===== config.mk =====
export PLATFORM = sky130hd
export DESIGN_NAME = pnic_top
export DESIGN_NICKNAME = d
export VERILOG_FILES = /design/src/rtl/pnic_pkg.sv /design/src/rtl/pnic_source.sv /design/src/rtl/pnic_arbiter.sv /design/src/rtl/pnic_stack.sv /design/src/rtl/pnic_top.sv
export SDC_FILE = /design/constraint.sdc
export NUM_CORES = 1
export LEC_CHECK = 0
export BUFFER_PORTS_ARGS = -buffer_cell sky130_fd_sc_hd__buf_2
export CAP_MARGIN = 20
export CELL_PAD_IN_SITES_DETAIL_PLACEMENT = 1
export CELL_PAD_IN_SITES_GLOBAL_PLACEMENT = 2
export CORE_ASPECT_RATIO = 2
export CORE_MARGIN = 4
export CORE_UTILIZATION = 30
export DETAILED_ROUTE_END_ITERATION = 6
export PLACE_DENSITY_LB_ADDON = 0.12
export SETUP_SLACK_MARGIN = 0.3
export SLEW_MARGIN = 20
export SYNTH_ARGS = -nofsm -noshare
export SYNTH_HDL_FRONTEND = slang
export SYNTH_HIERARCHICAL = 1
export SYNTH_SLANG_ARGS = --single-unit

===== constraint.sdc =====
create_clock -name clk -period 70.5 [get_ports clk]
set_clock_uncertainty 0.2 [all_clocks]
set_input_delay 0 -clock clk [delete_from_list [all_inputs] [get_ports clk]]
set_output_delay 0 -clock clk [all_outputs]
set_load 0.02 [all_outputs]

===== src/rtl/pnic_pkg.sv =====
package pnic_pkg;
   // trigger selection, values are the configuration-word encoding
   typedef enum logic [1:0] {
      TRIG_LVL_LO = 2'b00,
      TRIG_LVL_HI = 2'b01,
      TRIG_FALL   = 2'b10,
      TRIG_RISE   = 2'b11
   } trig_e;

   localparam int PNIC_TRIG_W = 2;

   function automatic logic trig_is_edge(input trig_e t);
      return t[1];
   endfunction
endpackage


===== src/rtl/pnic_source.sv =====
module pnic_source
   import pnic_pkg::*;
#(
   parameter int PRIO_W = 3
) (
   input  logic              clk,
   input  logic              rst_n,
   input  logic              src_i,
   input  logic              cfg_we,
   input  logic [PRIO_W-1:0] wr_prio,
   input  trig_e             wr_trig,
   input  logic              wr_en,
   input  logic              ack_clr,
   output logic [PRIO_W-1:0] prio_o,
   output trig_e             trig_o,
   output logic              en_o,
   output logic              req_o
);
   logic prev_q;
   logic pend_q;
   logic edge_now;
   logic raw_req;

   always_comb begin
      case (trig_o)
         TRIG_RISE: edge_now = src_i & ~prev_q;
         TRIG_FALL: edge_now = ~src_i & prev_q;
         default:   edge_now = 1'b0;
      endcase
   end

   always_comb begin
      if (trig_is_edge(trig_o))
         raw_req = pend_q | edge_now;
      else if (trig_o == TRIG_LVL_HI)
         raw_req = src_i;
      else
         raw_req = ~src_i;
   end

   assign req_o = en_o & raw_req;

   always_ff @(posedge clk or negedge rst_n) begin
      if (!rst_n) begin
         prio_o <= '0;
         trig_o <= TRIG_LVL_LO;
         en_o   <= 1'b0;
         prev_q <= 1'b0;
         pend_q <= 1'b0;
      end else begin
         prev_q <= src_i;
         if (cfg_we) begin
            prio_o <= wr_prio;
            trig_o <= wr_trig;
            en_o   <= wr_en;
         end
         if (cfg_we || ack_clr)
            pend_q <= 1'b0;
         else if (edge_now)
            pend_q <= 1'b1;
      end
   end

   // a captured edge survives until acknowledge or reconfiguration
   a_r5_pend_holds: assert property (@(posedge clk) disable iff (!rst_n)
      (trig_is_edge(trig_o) && pend_q && !ack_clr && !cfg_we) |=> pend_q);
endmodule


===== src/rtl/pnic_arbiter.sv =====
module pnic_arbiter #(
   parameter int NSRC   = 32,
   parameter int PRIO_W = 3,
   localparam int ID_W  = $clog2(NSRC)
) (
   input  logic                         clk,
   input  logic                         rst_n,
   input  logic [NSRC-1:0]              req_i,
   input  logic [NSRC-1:0][PRIO_W-1:0]  prio_i,
   output logic                         found_o,
   output logic [ID_W-1:0]              id_o,
   output logic [PRIO_W-1:0]            prio_o
);
   // scan from the top index down; ">=" lets a lower index take a tie
   always_comb begin
      found_o = 1'b0;
      id_o    = '0;
      prio_o  = '0;
      for (int i = NSRC - 1; i >= 0; i--) begin
         if (req_i[i] && (!found_o || prio_i[i] >= prio_o)) begin
            found_o = 1'b1;
            id_o    = ID_W'(i);
            prio_o  = prio_i[i];
         end
      end
   end

   // the reported winner is itself requesting at the reported level
   a_r6_winner_requests: assert property (@(posedge clk) disable iff (!rst_n)
      found_o |-> (req_i[id_o] && prio_i[id_o] == prio_o));
   // no quiet inputs produce a winner
   a_r6_none_idle: assert property (@(posedge clk) disable iff (!rst_n)
      (req_i == '0) |-> !found_o);
endmodule


===== src/rtl/pnic_stack.sv =====
module pnic_stack #(
   parameter int DEPTH  = 8,
   parameter int PRIO_W = 3,
   localparam int PTR_W = $clog2(DEPTH),
   localparam int CNT_W = $clog2(DEPTH + 1)
) (
   input  logic              clk,
   input  logic              rst_n,
   input  logic              push_i,
   input  logic              pop_i,
   input  logic [PRIO_W-1:0] push_val_i,
   output logic [PRIO_W-1:0] top_o,
   output logic [CNT_W-1:0]  cnt_o,
   output logic              nonempty_o
);
   logic [DEPTH-1:0][PRIO_W-1:0] mem_q;
   logic [CNT_W-1:0]             top_idx;

   initial begin : p_param_chk
      a_stack_depth_min: assert (DEPTH >= 2) else $error("stack depth below 2");
   end

   assign nonempty_o = (cnt_o != '0);
   assign top_idx    = cnt_o - 1'b1;
   assign top_o      = nonempty_o ? mem_q[top_idx[PTR_W-1:0]] : '0;

   always_ff @(posedge clk or negedge rst_n) begin
      if (!rst_n) begin
         mem_q <= '0;
         cnt_o <= '0;
      end else if (push_i && pop_i) begin
         mem_q[top_idx[PTR_W-1:0]] <= push_val_i;
      end else if (push_i) begin
         mem_q[cnt_o[PTR_W-1:0]] <= push_val_i;
         cnt_o <= cnt_o + 1'b1;
      end else if (pop_i) begin
         cnt_o <= cnt_o - 1'b1;
      end
   end

   // the stack never grows past its depth nor pops when empty
   a_r10_no_overflow: assert property (@(posedge clk) disable iff (!rst_n)
      (push_i && !pop_i) |-> (cnt_o < CNT_W'(DEPTH)));
   a_r10_no_underflow: assert property (@(posedge clk) disable iff (!rst_n)
      pop_i |-> nonempty_o);
endmodule


===== src/rtl/pnic_top.sv =====
module pnic_top
   import pnic_pkg::*;
#(
   parameter int NSRC        = 32,
   parameter int PRIO_W      = 3,
   parameter int STACK_DEPTH = 2 ** PRIO_W,
   parameter int ADDR_W      = 6,
   parameter int ACK_ADDR    = 32,
   parameter int EOI_ADDR    = 33,
   parameter int STAT_ADDR   = 34,
   localparam int ID_W       = $clog2(NSRC),
   localparam int CNT_W      = $clog2(STACK_DEPTH + 1),
   localparam int CFG_W      = PRIO_W + PNIC_TRIG_W + 1,
   localparam int RD_W       = PRIO_W + 1 + CNT_W
) (
   input  logic              clk,
   input  logic              rst_n,
   input  logic [NSRC-1:0]   src_in,
   input  logic              reg_we,
   input  logic              reg_re,
   input  logic [ADDR_W-1:0] reg_addr,
   input  logic [CFG_W-1:0]  reg_wdata,
   output logic [RD_W-1:0]   reg_rdata,
   output logic              irq_req
);
   initial begin : p_param_chk
      a_cfg_addr_fit: assert (ACK_ADDR >= NSRC && EOI_ADDR >= NSRC && STAT_ADDR >= NSRC)
         else $error("control addresses overlap source configuration");
      a_ctl_addr_range: assert (STAT_ADDR < 2 ** ADDR_W && ACK_ADDR < 2 ** ADDR_W && EOI_ADDR < 2 ** ADDR_W)
         else $error("control address outside address width");
      a_id_fits_addr: assert (ID_W <= ADDR_W) else $error("address too narrow");
      a_ack_word_fit: assert (ID_W + 1 <= RD_W) else $error("read word too narrow");
      a_levels_fit: assert (STACK_DEPTH >= 2 ** PRIO_W) else $error("stack shallower than levels");
   end

   logic [NSRC-1:0]              req;
   logic [NSRC-1:0][PRIO_W-1:0]  prio;
   trig_e                        trig [NSRC];
   logic [NSRC-1:0]              en;
   logic [NSRC-1:0]              ack_clr;
   logic                         found;
   logic [ID_W-1:0]              best_id;
   logic [PRIO_W-1:0]            best_prio;
   logic [PRIO_W-1:0]            top_lvl;
   logic [CNT_W-1:0]             depth;
   logic                         nonempty;
   logic                         allowed;
   logic                         ack_take;
   logic                         eoi;
   logic [RD_W-1:0]              rd_next;

   for (genvar gi = 0; gi < NSRC; gi++) begin : g_src
      pnic_source #(.PRIO_W(PRIO_W)) src_i (
         .clk     (clk),
         .rst_n   (rst_n),
         .src_i   (src_in[gi]),
         .cfg_we  (reg_we && reg_addr == ADDR_W'(gi)),
         .wr_prio (reg_wdata[PRIO_W-1:0]),
         .wr_trig (trig_e'(reg_wdata[PRIO_W +: PNIC_TRIG_W])),
         .wr_en   (reg_wdata[CFG_W-1]),
         .ack_clr (ack_clr[gi]),
         .prio_o  (prio[gi]),
         .trig_o  (trig[gi]),
         .en_o    (en[gi]),
         .req_o   (req[gi])
      );
      assign ack_clr[gi] = ack_take && (best_id == ID_W'(gi));
   end

   pnic_arbiter #(.NSRC(NSRC), .PRIO_W(PRIO_W)) arb_i (
      .clk     (clk),
      .rst_n   (rst_n),
      .req_i   (req),
      .prio_i  (prio),
      .found_o (found),
      .id_o    (best_id),
      .prio_o  (best_prio)
   );

   assign allowed  = found && (!nonempty || best_prio > top_lvl);
   assign ack_take = reg_re && reg_addr == ADDR_W'(ACK_ADDR) && allowed;
   assign eoi      = reg_we && reg_addr == ADDR_W'(EOI_ADDR) && nonempty;

   pnic_stack #(.DEPTH(STACK_DEPTH), .PRIO_W(PRIO_W)) stk_i (
      .clk        (clk),
      .rst_n      (rst_n),
      .push_i     (ack_take),
      .pop_i      (eoi),
      .push_val_i (best_prio),
      .top_o      (top_lvl),
      .cnt_o      (depth),
      .nonempty_o (nonempty)
   );

   always_comb begin
      rd_next = '0;
      if (int'(reg_addr) < NSRC) begin
         rd_next[CFG_W-1:0] = {en[reg_addr[ID_W-1:0]], trig[reg_addr[ID_W-1:0]],
                               prio[reg_addr[ID_W-1:0]]};
      end else if (reg_addr == ADDR_W'(ACK_ADDR)) begin
         if (allowed) begin
            rd_next[RD_W-1]   = 1'b1;
            rd_next[ID_W-1:0] = best_id;
         end
      end else if (reg_addr == ADDR_W'(STAT_ADDR)) begin
         rd_next[PRIO_W-1:0]      = top_lvl;
         rd_next[PRIO_W]          = nonempty;
         rd_next[PRIO_W+1 +: CNT_W] = depth;
      end
   end

   always_ff @(posedge clk or negedge rst_n) begin
      if (!rst_n) begin
         reg_rdata <= '0;
         irq_req   <= 1'b0;
      end else begin
         if (reg_re) reg_rdata <= rd_next;
         irq_req <= allowed && !ack_take;
      end
   end

   // each pushed level lies strictly above the level it covers
   a_r9_push_above: assert property (@(posedge clk) disable iff (!rst_n)
      (ack_take && nonempty && !eoi) |-> (best_prio > top_lvl));
   // the cycle after an acknowledge the request line is low
   a_r9_ack_drops: assert property (@(posedge clk) disable iff (!rst_n)
      ack_take |=> !irq_req);
   // nothing requests when every input is disabled
   a_r3_all_masked: assert property (@(posedge clk) disable iff (!rst_n)
      (en == '0) |=> !irq_req);
endmodule


* Word level (Yosys, flattened, before mapping) *
Index checks and enable logic that the tools add are counted.

word-level totals
  register bits = 293
  input port bits = 48
  output and inout port bits = 9

operators by class
  add/sub/neg operators = 2
  order comparisons = 39
  eq/ne operators = 161
  mux-type cells = 284
  bitwise gates (word level) = 194
  reduce and logical (&&, ||, !) cells = 239

operator list
  cell                                                             number
  5-bit two-way mux                                                34
  1-bit two-way mux                                                163
  2-bit == test, second input constant                             64
  3-bit two-way mux                                                37
  1-bit logical AND                                                104
  1-bit bitwise AND                                                96
  6-bit by 5-bit == test with 1-bit output, second input constant  16
  3-bit >= comparator                                              31
  5-bit == test, second input constant                             16
  2-bit nonzero test                                               34
  1-bit NOT                                                        65
  2-bit by 1-bit == test with 1-bit output, second input constant  32
  1-bit logical OR                                                 64
  1-bit one-hot mux with 2 select lines                            32
  24-bit bitwise mux                                               2
  6-bit by 4-bit == test with 1-bit output, second input constant  8
  24-bit two-way mux                                               2
  5-bit by 4-bit == test with 1-bit output, second input constant  8
  1-bit logical NOT                                                33
  1-bit OR                                                         32
  6-bit by 3-bit == test with 1-bit output, second input constant  4
  5-bit by 3-bit == test with 1-bit output, second input constant  4
  3-bit demux with 3-bit select                                    2
  6-bit == test, second input constant                             3
  other kinds (25)                                                 33

* Depth between registers and ports, before layout *
Gate-level depths: netlist of the first run.

  depth in word-level cells = 138
  depth in mapped cells = 248

* Hierarchy *
Netlist of the first run, hierarchy kept.

modules (own cells, without submodules)
  module        times used  cells each  area each (µm²)  sequential area each (µm²)
  pnic_source   32          24          330.3            200.2
  pnic_arbiter  1           742         5153.7           0.0
  pnic_top      1           356         2763.9           225.2
  pnic_stack    1           133         1569.0           700.7

* Worst setup path after synthesis of the first run *
No wires, ideal clock.

  kind = register to register
  start point = register g_src[31].src_i.prev_q
  end point = register stk_i/mem_q[10] (netlist bit)
  setup time = 0.125 ns
  arrival time = 42.375 ns
  data required time = 70.175 ns
  slack = 27.800 ns
  cell stages (with the launch flop) = 227
  period minus slack after synthesis = 42.700 ns
  path through = dfrtp_1 > nand2b_1 > a22oi_1 > a21boi_0 > buf_4 > and2_1 > ha_1 > nor2b_1 > o2111ai_2 > a21bo_2 > nand2_1 > ha_1 > nand2b_1 > a2111oi_4 > or2_1 > buf_4 > a31oi_1 > ha_1 > (+191 left out) > nand2b_1 > a21oi_1 > nor2b_1 > o31ai_1 > nor2_1 > a21oi_1 > ha_1 > nor2b_1 > o21a_1 > o21ai_1 > nand2_1 > nand3_4 > clkinv_2 > ha_1 > nor2b_4 > a32oi_1 > o32a_1 > mux2_2

on the way
  cells in the longest elaborated chain, start to end = 137

ends and longest elaborated chain
  what                                                             RTL line            source
  from (decl)                                                      pnic_source.sv:19   logic prev_q;
  from (signal assigned)                                           pnic_source.sv:51   prev_q <= src_i;
  1-bit NOT                                                        pnic_source.sv:26   TRIG_RISE: edge_now = src_i & ~prev_q;
  1-bit bitwise AND                                                pnic_source.sv:26
  1-bit one-hot mux with 2 select lines (*)                        pnic_source.sv:25   case (trig_o)
  1-bit OR (*)                                                     pnic_source.sv:34   raw_req = pend_q | edge_now;
  1-bit two-way mux (*)                                            pnic_source.sv:33   if (trig_is_edge(trig_o))
  1-bit bitwise AND (*)                                            pnic_source.sv:41   assign req_o = en_o & raw_req;
  net req[31]                                                      pnic_top.sv:36      logic [NSRC-1:0] req;
  3-bit two-way mux / 1-bit two-way mux (equally long branches)    pnic_arbiter.sv:20  if (req_i[i] && (!found_o || prio_i[i] >= prio_o)) begin
  (+124 left out)                                                  --
  net best_prio[1]                                                 pnic_top.sv:43      logic [PRIO_W-1:0] best_prio;
  3-bit > comparator (*)                                           pnic_top.sv:80      assign allowed = found && (!nonempty || best_prio > top_lvl);
  1-bit logical OR (*)                                             pnic_top.sv:80
  1-bit logical AND (*)                                            pnic_top.sv:80
  1-bit logical AND (*)                                            pnic_top.sv:81      assign ack_take = reg_re && reg_addr == ADDR_W'(ACK_ADDR) && allowed;
  net ack_take                                                     pnic_top.sv:48      logic ack_take;
  1-bit logical AND                                                pnic_stack.sv:31    end else if (push_i && pop_i) begin
  24-bit two-way mux / 2-bit nonzero test (equally long branches)  --
  to (signal, indexed assignment)                                  pnic_stack.sv:32    mem_q[top_idx[PTR_W-1:0]] <= push_val_i;
  to (signal, indexed assignment)                                  pnic_stack.sv:34    mem_q[cnt_o[PTR_W-1:0]] <= push_val_i;
  to (decl)                                                        pnic_stack.sv:16    logic [DEPTH-1:0][PRIO_W-1:0] mem_q;

The timed path passes the listed nets; every way through them passes the cells marked *. The select of a mux whose other input is x is not followed.
A chain may end at the register's enable or synchronous reset.

* Final worst setup path of the first run *
  start point = register g_src[31].src_i.trig_o[0]
  end point = register stk_i/mem_q[14] (netlist bit)

on the way
  cells in the longest elaborated chain, start to end = 136

ends and longest elaborated chain
  what                                                             RTL line            source
  from (decl)                                                      pnic_source.sv:15   output trig_e trig_o,
  from (signal assigned)                                           pnic_source.sv:54   trig_o <= wr_trig;
  2-bit == test                                                    pnic_source.sv:25
  1-bit one-hot mux with 2 select lines                            pnic_source.sv:25
  1-bit OR                                                         pnic_source.sv:34
  1-bit two-way mux (*)                                            pnic_source.sv:33
  1-bit bitwise AND (*)                                            pnic_source.sv:41
  net req[31]                                                      pnic_top.sv:36
  3-bit two-way mux / 1-bit two-way mux (equally long branches)    pnic_arbiter.sv:20
  3-bit >= comparator / 1-bit logical NOT (equally long branches)  pnic_arbiter.sv:20
  (+123 left out)                                                  --
  net best_prio[0]                                                 pnic_top.sv:43
  3-bit > comparator (*)                                           pnic_top.sv:80
  1-bit logical OR (*)                                             pnic_top.sv:80
  1-bit logical AND (*)                                            pnic_top.sv:80
  1-bit logical AND (*)                                            pnic_top.sv:81
  net ack_take                                                     pnic_top.sv:48
  1-bit logical AND                                                pnic_stack.sv:31
  24-bit two-way mux / 2-bit nonzero test (equally long branches)  --

Marked as above.

==> results of run 1 <==
-- how the worst max path moves through the flow --
stage / from / endpoint / slack [ns]
floorplan: g_src[31].src_i/prev_q$_DFF_PN0_ / stk_i/mem_q[10]$_DFFE_PN0P_ / 27.80
detailed placement: g_src[31].src_i/trig_o[0]$_DFFE_PN0P_ / stk_i/mem_q[12]$_DFFE_PN0P_ / 18.45
finish: g_src[31].src_i/trig_o[0]$_DFFE_PN0P_ / stk_i/mem_q[14]$_DFFE_PN0P_ / 18.83
global route: g_src[31].src_i/trig_o[0]$_DFFE_PN0P_ / stk_i/mem_q[14]$_DFFE_PN0P_ / 14.10
CTS: g_src[31].src_i/trig_o[0]$_DFFE_PN0P_ / stk_i/mem_q[14]$_DFFE_PN0P_ / 18.20
global placement: g_src[31].src_i/trig_o[0]$_DFFE_PN0P_ / stk_i/mem_q[14]$_DFFE_PN0P_ / 19.48
-- power groups by stage --
stage          sequential, mW  clock (mW)  combinational (mW)
2_1_floorplan           0.217           0               0.264
4_1_cts                 0.228       0.181               0.405
6_report                0.227       0.176               0.399
3_3_place_gp            0.229           0               0.393
3_5_place_dp            0.231           0               0.400
5_1_grt                 0.232       0.187               0.442
-- registers in the layout (all words and copies together) (netlist names) --
register and count:
g_src.src_i/prio_o 96, g_src.src_i/trig_o 64, g_src.src_i/en_o 32, g_src.src_i/pend_q 32
g_src.src_i/prev_q 32, stk_i/mem_q 24, reg_rdata 8, stk_i/cnt_o 4
irq_req 1
-- Yosys cell counts (33+ instances only) --
cell and instances:
mux2_2 218, nor3_1 71, inv_1 78, dfrtp_1 293, nand2_1 140, o21ai_0 42
nand3_1 68, a22oi_1 77, a311oi_1 34, nor2_1 128, nand2b_1 75, mux2i_1 89
buf_2 37, ha_1 77, and4b_1 33, a21oi_1 71, a21boi_0 36
-- layer usage --
metal / up-vias / wire length (um) / GRT usage
met5: - / 7 / 0
met4: 2 / 3748 / 0.09223
met3: 129 / 1606 / 0.01683
met2: 241 / 46450 / 0.4524
met1: 8639 / 28590 / 0.2269
li1: 7749 / - / -
-- cell families after synthesis --
kind of cell    after synthesis  share of synthesized area
buf+inv                     159                    0.03755
mux                         320                     0.1797
compound gates              478                     0.1838
simple gates                666                     0.1814
xor+xnor                      6                   0.003931
flops                       293                     0.3656
fa+ha+maj                    77                    0.04803
-- through the flow --
stage               area [um2]  instances  setup WS, ns    util  hold WS [ns]
floorplan                20060       1999         27.80       -       -0.4956
global placement         21130       2869         19.48  0.3198       -0.1752
detailed placement       21140       2869         18.45  0.3199       -0.1625
CTS                      22970       3001         18.20  0.3477      0.003364
global route             22990       3002         14.10  0.3479       0.01570
finish                   22990       3002         18.83  0.3479       0.01196
-- critical path, delay by kind of cell (launching register included) --
| kind | cells | cell delay, ns |
|---|---|---|
| buffers and inverters | 9 | 1.20 |
| AO/OA/AOI/OAI | 95 | 25.24 |
| adder cells (fa/ha/maj) | 33 | 8.93 |
| AND/OR/NAND/NOR | 77 | 14.04 |
| multiplexers | 4 | 1.47 |
| flip-flops | 1 | 0.44 |
-- layout make-up --
cell class                      count  area (um2)
Inverter                           80       301.5
Multi-Input combinational cell   1547       11990
Tap cell                          877        1097
Sequential cell                   293        7332
Fill cell                        7506       43080
Clock inverter                     14       181.4
Clock buffer                       42       877.1
Timing Repair Buffer              149        1211
==> metrics.txt, run 1 <==
outcome finished, final reports clean; reg-to-reg endpoint stk_i/mem_q[14]$_DFFE_PN0P_; Root Buffer clkbuf_16; cells after synthesis ~2.0k; Sw Pwr 0.3679 mW; most frequent cells in the layout dfrtp_1, mux2_2, nand2_1; crit end category register; EDFF count, synth 0; 1st-iter DRT viols between 700 and 800; nets 2226; cell area after synthesis about 20000 um2; Slew Viols, Final 0; CTS sink count about 290; chip height 373.7 um; sequential power share 0.283; final hold vios 0; most used cell, CP ha_1; PD cells approximately 35 nW/um2; combinational share of power 0.498; internal power 0.4348 mW; reg-to-reg startpoint g_src[31].src_i/trig_o[0]$_DFFE_PN0P_; type of the most critical hold path primary input to register; total power draw 0.8028 mW; WHS Path Cells 2; Post-Route WL 80.41 mm; FF-to-FF setup slack 18.83 ns; I/O pins 57; TritonCTS Buffers 30; main area contributors after synthesis dfrtp_1, mux2_2, ha_1, mux2i_1, a22oi_1; max cap viols 0; Routed Antenna Nets 0; Core Region 66060 um2; vias in the first global route 18.56k; sequential area share after synthesis 0.3656; achievable frequency 19.35 MHz; postcts setup bufs 0; critical path data required time 70.76 ns; GRT Total Usage 0.2228; placement row count 133; post-synth net total 2124; post_cts resized 0; layout cell share with drive strength beyond 1 0.2042; post-synthesis area per instance 10.03 um2; Async SR Flop Fraction 1.000; Tmin final 51.67 ns; Die Width 190.8 um; initial antenna violation count 1; RD Place Congestion 0.8384; Least-Margin Pin Slew 1.150 ns; VDD IR max 0.02455 mV; crit path launch type register; cts hold-fix bufs 76; post-synthesis register bit count 293; setup TNS 0 ns; Clock Pin Slew Worst Setup and Hold Paths 0.07 ns; Clk Latency, worst-skew pair about 0.60 ns; H-Tree Depth 1; # DRC 0; number of vias per cell roughly 5.6; leading area contributor after synthesis dfrtp_1; Antenna Diode Count 0; most common cell after layout, fill and taps aside dfrtp_1; first-pass GRT wire length 120.5 mm; distinct cell type count after synthesis 113; Setup-failing EPs final 0; worst r2r path cells 218; Starting Density 0.3036; switching share of power 0.4583; DRT Pass-1 Iters 5; GRT overflow 0; Leak Pwr slightly below 10 nW; post-synth top area share 0.3656; count of input and output buffers 56; worst rel slew slack 0.2267; Die Area 71310 um2; Ys Warns 6; RSZ-0062 raised after global routing false; Final HPWL DP approximately 61 mm; HP Start reg_wdata[5]; period utilization 0.7329; Main synth FF type dfrtp_1; CP arrival 51.93 ns; crit path kind register to register; Slowest-stage cell, CP a221oi_1; Worst Hold Path EP g_src[10].src_i/en_o$_DFFE_PN0P_; CTS Buffer Depth 3; synth-to-layout area growth 14.60%; post-detailed-route wirelength per cell approximately 27 um; pin count of the biggest net entering global routing approximately 150; Clk pwr share 0.219; Critical Path Fanout Max 17; Crit path largest cell delay slightly below 0.8 ns; vias about 17k; CTS tree yes
Power figures use the tool's default switching activity.
==> run 2: changes to the inputs <==
==> constraint.sdc (replaced) <==
create_clock -name clk -period 45.4 [get_ports clk]
set_clock_uncertainty 0.2 [all_clocks]
set_input_delay 0 -clock clk [delete_from_list [all_inputs] [get_ports clk]]
set_output_delay 0 -clock clk [all_outputs]
set_load 0.02 [all_outputs]
==> run 2 against run 1 <==
Effect of this change:
- cell area up 10%
- sequential share of layout area decreased by 2.9 points
- via count grew 5.9%
- global-route usage grew 0.071 points
- fmax rose by 21%
- core utilization rose by 3.6 points
- sequential power is 56% higher
- routed wire length up 2.5%
- combinational power increased by 110%
- die area unchanged
- first-iteration DRC count shrank 18%
- critical endpoint is now stk_i/mem_q[22]$_DFFE_PN0P_
- register-to-register slack got worse by 16 ns
==> metrics.txt, run 2 (synthesis gave the netlist of run 1 again) <==
outcome finished, final reports clean; Crit path largest cell delay 0.43 ns; Clk Latency, worst-skew pair around 0.57 ns; post-detailed-route wirelength per cell ~25 um; H-Tree Depth 1; vias in the first global route 19.33k; final hold vios 0; Die Area 71310 um2; CTS tree yes; setup slack after layout approximately 2.8 ns; reg-to-reg startpoint g_src[31].src_i/trig_o[1]$_DFFE_PN0P_; number of vias per cell 5.486; Core Region ~66000 um2; Die Width between 150 and 200 um; period utilization 0.9375; design area between 20000 and 30000 um2; Root Buffer clkbuf_16; 1st-iter DRT viols around 600; CTS sink count 293; initial antenna violation count 4; max cap viols 0; worst rel slew slack 0.2047; synth-to-layout area growth 26.30%; HP Start reg_we; crit path kind register to register; I/O pins 57; RD Place Congestion approximately 0.86; FF-to-FF setup slack 2.84 ns; setup TNS 0 ns; TritonCTS Buffers 29; type of the most critical hold path primary input to register; first-pass GRT wire length 121.5 mm; crit path launch type register; Worst Hold Path EP stk_i/cnt_o[0]$_DFFE_PN0P_; Final Non-Filler Cells 3235; most frequent cells in the layout dfrtp_1, buf_4, mux2_2; Slowest-stage cell, CP dfrtp_2; Setup-failing EPs final 0; Post-Route WL 82.43 mm; Slew Viols, Final 0; Least-Margin Pin Slew 1.182 ns; layout cell share with drive strength beyond 1 0.3280; chip height 373.7 um; GRT overflow 0; reg-to-reg endpoint stk_i/mem_q[22]$_DFFE_PN0P_; # DRC 0; WHS Path Cells 5; placement row count 133; fill count 7482; Tmin final approximately 43 ns; Critical Path Fanout Max 7; most common cell after layout, fill and taps aside dfrtp_1; total power draw around 1.4 mW; CP arrival roughly 43 ns; Placed Cells 3075; CTS Buffer Depth 3; worst r2r path cells 236; Routed Antenna Nets 0; pre-CTS WS around 0.55 ns; most used cell, CP ha_1; Final HPWL DP 63.71 mm; DRT Pass-1 Iters 5; Leak Pwr ~11 nW; Most flops, register g_src.src_i/prio_o; pin count of the biggest net entering global routing 143; PD cells 56.30 nW/um2; crit end category register; Clock Pin Slew Worst Setup and Hold Paths 0.07 ns; registers with the most flip-flops g_src.src_i/prio_o (96), g_src.src_i/trig_o (64); critical path data required time 45.64 ns; vias 17.75k; achievable frequency 23.49 MHz; area post-placement 22680 um2; Starting Density 0.3036; VDD IR max 0.03050 mV; GRT Total Usage 0.2235; count of input and output buffers 56; max reg flops 96; nets 2459
## run 2: changes by cell type in the layout (fill, tap and decap cells not counted), sizes merged
cell / change
buf: +238
clkinvlp: -3
clkinv: -2
bufinv: -3
diode: +4
clkbuf: +3
dlygate4sd3: -4
## run 2: per-stage QoR
step	hold slack, ns	utilization
2_1_floorplan	-0.4956	-
3_3_place_gp	-0.1312	0.3432
3_5_place_dp	-0.1278	0.3433
4_1_cts	0.01818	0.3683
5_1_grt	0.02754	0.3834
6_report	0.02350	0.3834
## run 2: per-layer routing
layer	up-vias	GRT usage	wire, um
met1	9151	0.2221	28770
li1	8228	-	-
met2	242	0.4657	48560
met5	-	0	7
met4	2	0.08409	3622
met3	124	0.01505	1476
## run 2: power breakdown
group | total, mW | internal [mW] | switching [mW]
registers | 0.353 | 0.302 | 0.0512
clock network | 0.244 | 0.134 | 0.109
logic | 0.829 | 0.380 | 0.449
## run 2: worst max path at each step
| stage | from | to | slack (ns) | cells past startpoint |
|---|---|---|---|---|
| final | g_src[31].src_i/trig_o[1]$_DFFE_PN0P_ | stk_i/mem_q[22]$_DFFE_PN0P_ | 2.84 | 236 |
| after global routing | g_src[31].src_i/trig_o[0]$_DFFE_PN0P_ | stk_i/mem_q[9]$_DFFE_PN0P_ | -0.03 | 235 |
| after CTS | g_src[31].src_i/trig_o[0]$_DFFE_PN0P_ | stk_i/mem_q[18]$_DFFE_PN0P_ | 0.36 | 234 |
| after detailed placement | g_src[31].src_i/trig_o[0]$_DFFE_PN0P_ | stk_i/mem_q[18]$_DFFE_PN0P_ | 0.55 | 235 |
| after global placement | g_src[31].src_i/trig_o[1]$_DFFE_PN0P_ | stk_i/mem_q[20]$_DFFE_PN0P_ | 1.83 | 228 |
| after floorplan | g_src[31].src_i/prev_q$_DFF_PN0_ | stk_i/mem_q[10]$_DFFE_PN0P_ | 2.70 | 226 |
## run 2: what timing repair did
action,in CTS,in global routing
resized for setup,0,154
hold endpoints to repair,167,0
hold buffers,72,0
buffers inserted,0,33
setup endpoints to repair,0,67
## run 2: critical path: cells and delay by family, from the launching register on
| family | cells | cell delay (ns) |
|---|---|---|
| AO/OA/AOI/OAI | 96 | 17.61 |
| AND/OR/NAND/NOR | 82 | 12.07 |
| adder cells (fa/ha/maj) | 33 | 8.22 |
| buffers and inverters | 21 | 2.60 |
| multiplexers | 4 | 1.22 |
| flip-flops | 1 | 0.43 |
## run 2: layout make-up
cell class | instances | area [um2] | area share
flip-flops and latches | 293 | 7333 | 0.2895
clock buffers | 45 | 855.8 | 0.03378
inverters | 80 | 301.5 | 0.01190
multi-input cells | 1547 | 12710 | 0.5016
diodes | 4 | 10.01 | 0.0003951
repair buffers | 383 | 2969 | 0.1172
clock inverters | 6 | 58.81 | 0.002321
well taps | 877 | 1097 | 0.04332
==> run 3: changes to the inputs <==
--- a/config.mk
+++ b/config.mk
@@ -6,7 +6,7 @@
 export NUM_CORES = 1
 export LEC_CHECK = 0
 export BUFFER_PORTS_ARGS = -buffer_cell sky130_fd_sc_hd__buf_2
-export CAP_MARGIN = 20
+export CAP_MARGIN = 25
 export CELL_PAD_IN_SITES_DETAIL_PLACEMENT = 1
 export CELL_PAD_IN_SITES_GLOBAL_PLACEMENT = 2
 export CORE_ASPECT_RATIO = 2
==> constraint.sdc (replaced) <==
create_clock -name clk -period 40 [get_ports clk]
set_clock_uncertainty 0.2 [all_clocks]
set_input_delay 0 -clock clk [delete_from_list [all_inputs] [get_ports clk]]
set_output_delay 0 -clock clk [all_outputs]
set_load 0.02 [all_outputs]
==> run 3 against run 2 <==
Effect of this change:
- the flow now finishes with violations (setup timing)
- sequential share of layout area decreased by 2.7 points
- register-to-register slack got worse by 3.6 ns
- sequential power increased by 15%
- die area unchanged
- combinational power increased by 46%
- setup slack got worse by 3.6 ns
- via count increased by 3.0%
- fmax increased by 4.5%
- cell area increased by 10%
- hold slack improved by 0.038 ns
- critical path type unchanged
- largest cell class unchanged
==> metrics.txt, run 3 (synthesis gave the netlist of run 1 again) <==
outcome finished, violations left; failing checks setup timing; first-pass GRT wire length 127.8 mm; Leak Pwr 12.17 nW; sequential power share 0.212; Most flops, register g_src.src_i/prio_o; Root Buffer clkbuf_16; 1st-iter DRT viols about 800; Final HPWL DP around 64 mm; Crit path largest cell delay 0.47 ns; CP startpoint g_src[31].src_i/trig_o[1]$_DFFE_PN0P_; Setup-failing EPs final 63; final hold vios 0; worst r2r path cells 233; Clock Pin Slew Worst Setup and Hold Paths about 0.060 ns; PD cells 68.43 nW/um2; VDD IR max 0.03835 mV; Clk Latency, worst-skew pair ~0.59 ns; RSZ-0062 raised after global routing true; Least-Margin Pin Slew 1.423 ns; Starting Density 0.3036; Sw Pwr roughly 0.84 mW; type of the most critical hold path primary input to register; setup TNS -26.72 ns; FF-to-FF setup slack -0.71 ns; GRT overflow 0; CP arrival 40.98 ns; crit end category register; most used cell, CP nand2b_4; Routed Antenna Nets 0; Clk pwr share 0.155; internal power 1.073 mW; Tmin final approximately 40 ns; layout cell share with drive strength beyond 1 0.4199; most common cell after layout, fill and taps aside buf_4; Slowest-stage cell, CP dfrtp_2; CTS Buffer Depth 3; I/O pins 57; achievable frequency 24.56 MHz; synth-to-layout area growth 39.18%; switching share of power 0.4382; nets 2573; TritonCTS Buffers 30; worst rel slew slack 0.04263; Die Area around 71000 um2; WHS Path Cells 2; GRT Total Usage 0.2348; setup slack after layout -0.7147 ns; RD Place Congestion 0.8700; design area ~28000 um2; count of input and output buffers 56; vias in the first global route 20.31k; Slew Viols, Final 0; CTS tree yes; chip height 373.7 um; vias 18.28k; period utilization 1.018; # DRC 0; CP endpoint stk_i/mem_q[1]$_DFFE_PN0P_; crit path kind register to register; pin count of the biggest net entering global routing 99; max reg flops 96; Post-Route WL between 80 and 90 mm; registers with the most flip-flops g_src.src_i/prio_o (96), g_src.src_i/trig_o (64); reg-to-reg startpoint g_src[31].src_i/trig_o[1]$_DFFE_PN0P_; Core Region 66060 um2; initial antenna violation count 2; area post-placement ~24000 um2; placement row count 133; DRT Pass-1 Iters 5; Die Width 190.8 um; crit path launch type register; critical path data required time 40.26 ns; reg-to-reg endpoint stk_i/mem_q[1]$_DFFE_PN0P_; combinational share of power 0.633; H-Tree Depth 1; number of vias per cell 5.463; most frequent cells in the layout buf_4, dfrtp_1, mux2_2; Critical Path Fanout Max 6; fill count ~7.3k; post-detailed-route wirelength per cell around 26 um; CTS sink count 293; max cap viols 0
run 3: cell count changes in the layout (fill, tap and decap cells not counted), moves of 11 or more:
cell / change
ha_4: +20
nand2b_4: +24
nand2b_1: -24
nor3_1: -11
mux2_4: +27
buf_6: +17
ha_1: -27
nor4_1: -16
nor4_4: +16
mux2_2: -24
o21ai_0: -11
buf_4: +82
nand2_1: -15
nor2_1: -13
run 3: power by group through the flow:
stage	clock [mW]	sequential (mW)	combinational [mW]
6_report	0.295	0.405	1.21
5_1_grt	0.316	0.412	1.30
4_1_cts	0.305	0.404	1.13
3_5_place_dp	0	0.407	0.930
3_3_place_gp	0	0.404	0.911
2_1_floorplan	0	0.383	0.556
run 3: area by class of cell:
class                   instances  area (um2)  area share
diodes                          1       2.502  0.00008965
clock buffers                  44       884.6     0.03169
clock inverters                 7       112.6    0.004034
inverters                      80       305.3     0.01094
multi-input cells            1548       14230      0.5099
flip-flops and latches        293        7333      0.2627
well taps                     877        1097     0.03931
repair buffers                495        3946      0.1414
run 3: layer usage:
metal,track usage,share of wire
met1,0.2349,0.35
met2,0.4855,0.59
met3,0.01299,0.014
met4,0.09670,0.053
met5,0,0
run 3: repair_timing:
| action | CTS | global route |
|---|---|---|
| endpoints found under the setup margin | 67 | 67 |
| hold buffers | 76 | 0 |
| buffers inserted | 87 | 37 |
| resized for setup | 194 | 101 |
| cloned | 1 | 1 |
| pin swaps | 127 | 81 |
| hold endpoints to repair | 175 | 0 |
run 3: how the worst min path moves through the flow:
stage,from,end,slack [ns]
after global placement,rst_n,g_src[8].src_i/prio_o[1]$_DFFE_PN0P_,-0.09
after global routing,reg_wdata[1],g_src[7].src_i/prio_o[1]$_DFFE_PN0P_,0.05
after detailed placement,rst_n,g_src[6].src_i/prio_o[0]$_DFFE_PN0P_,-0.09
after floorplan,rst_n,g_src[0].src_i/en_o$_DFFE_PN0P_,-0.50
final,reg_wdata[1],g_src[5].src_i/prio_o[1]$_DFFE_PN0P_,0.06
after CTS,reg_wdata[5],g_src[24].src_i/en_o$_DFFE_PN0P_,0.03
run 3: critical path, delay by kind of cell, from the launching register on:
kind	cells	cell delay [ns]
AO/OA/AOI/OAI	96	17.57
adder cells (fa/ha/maj)	33	7.84
buffers and inverters	26	3.03
flip-flops	1	0.47
multiplexers	5	1.37
AND/OR/NAND/NOR	73	10.12
run 3: per-stage QoR:
stage	utilization	power, mW	std cells	hold WS (ns)	setup WS [ns]
floorplan	-	0.9388	1999	-0.4956	0.1568
detailed placement	0.3568	1.337	3089	-0.08837	-1.852
global placement	0.3566	1.315	3086	-0.09414	-0.9422
finish	0.4225	1.910	3345	0.06123	-0.7147
CTS	0.4097	1.837	3304	0.03172	-0.2196
global route	0.4225	2.024	3344	0.05420	-2.821
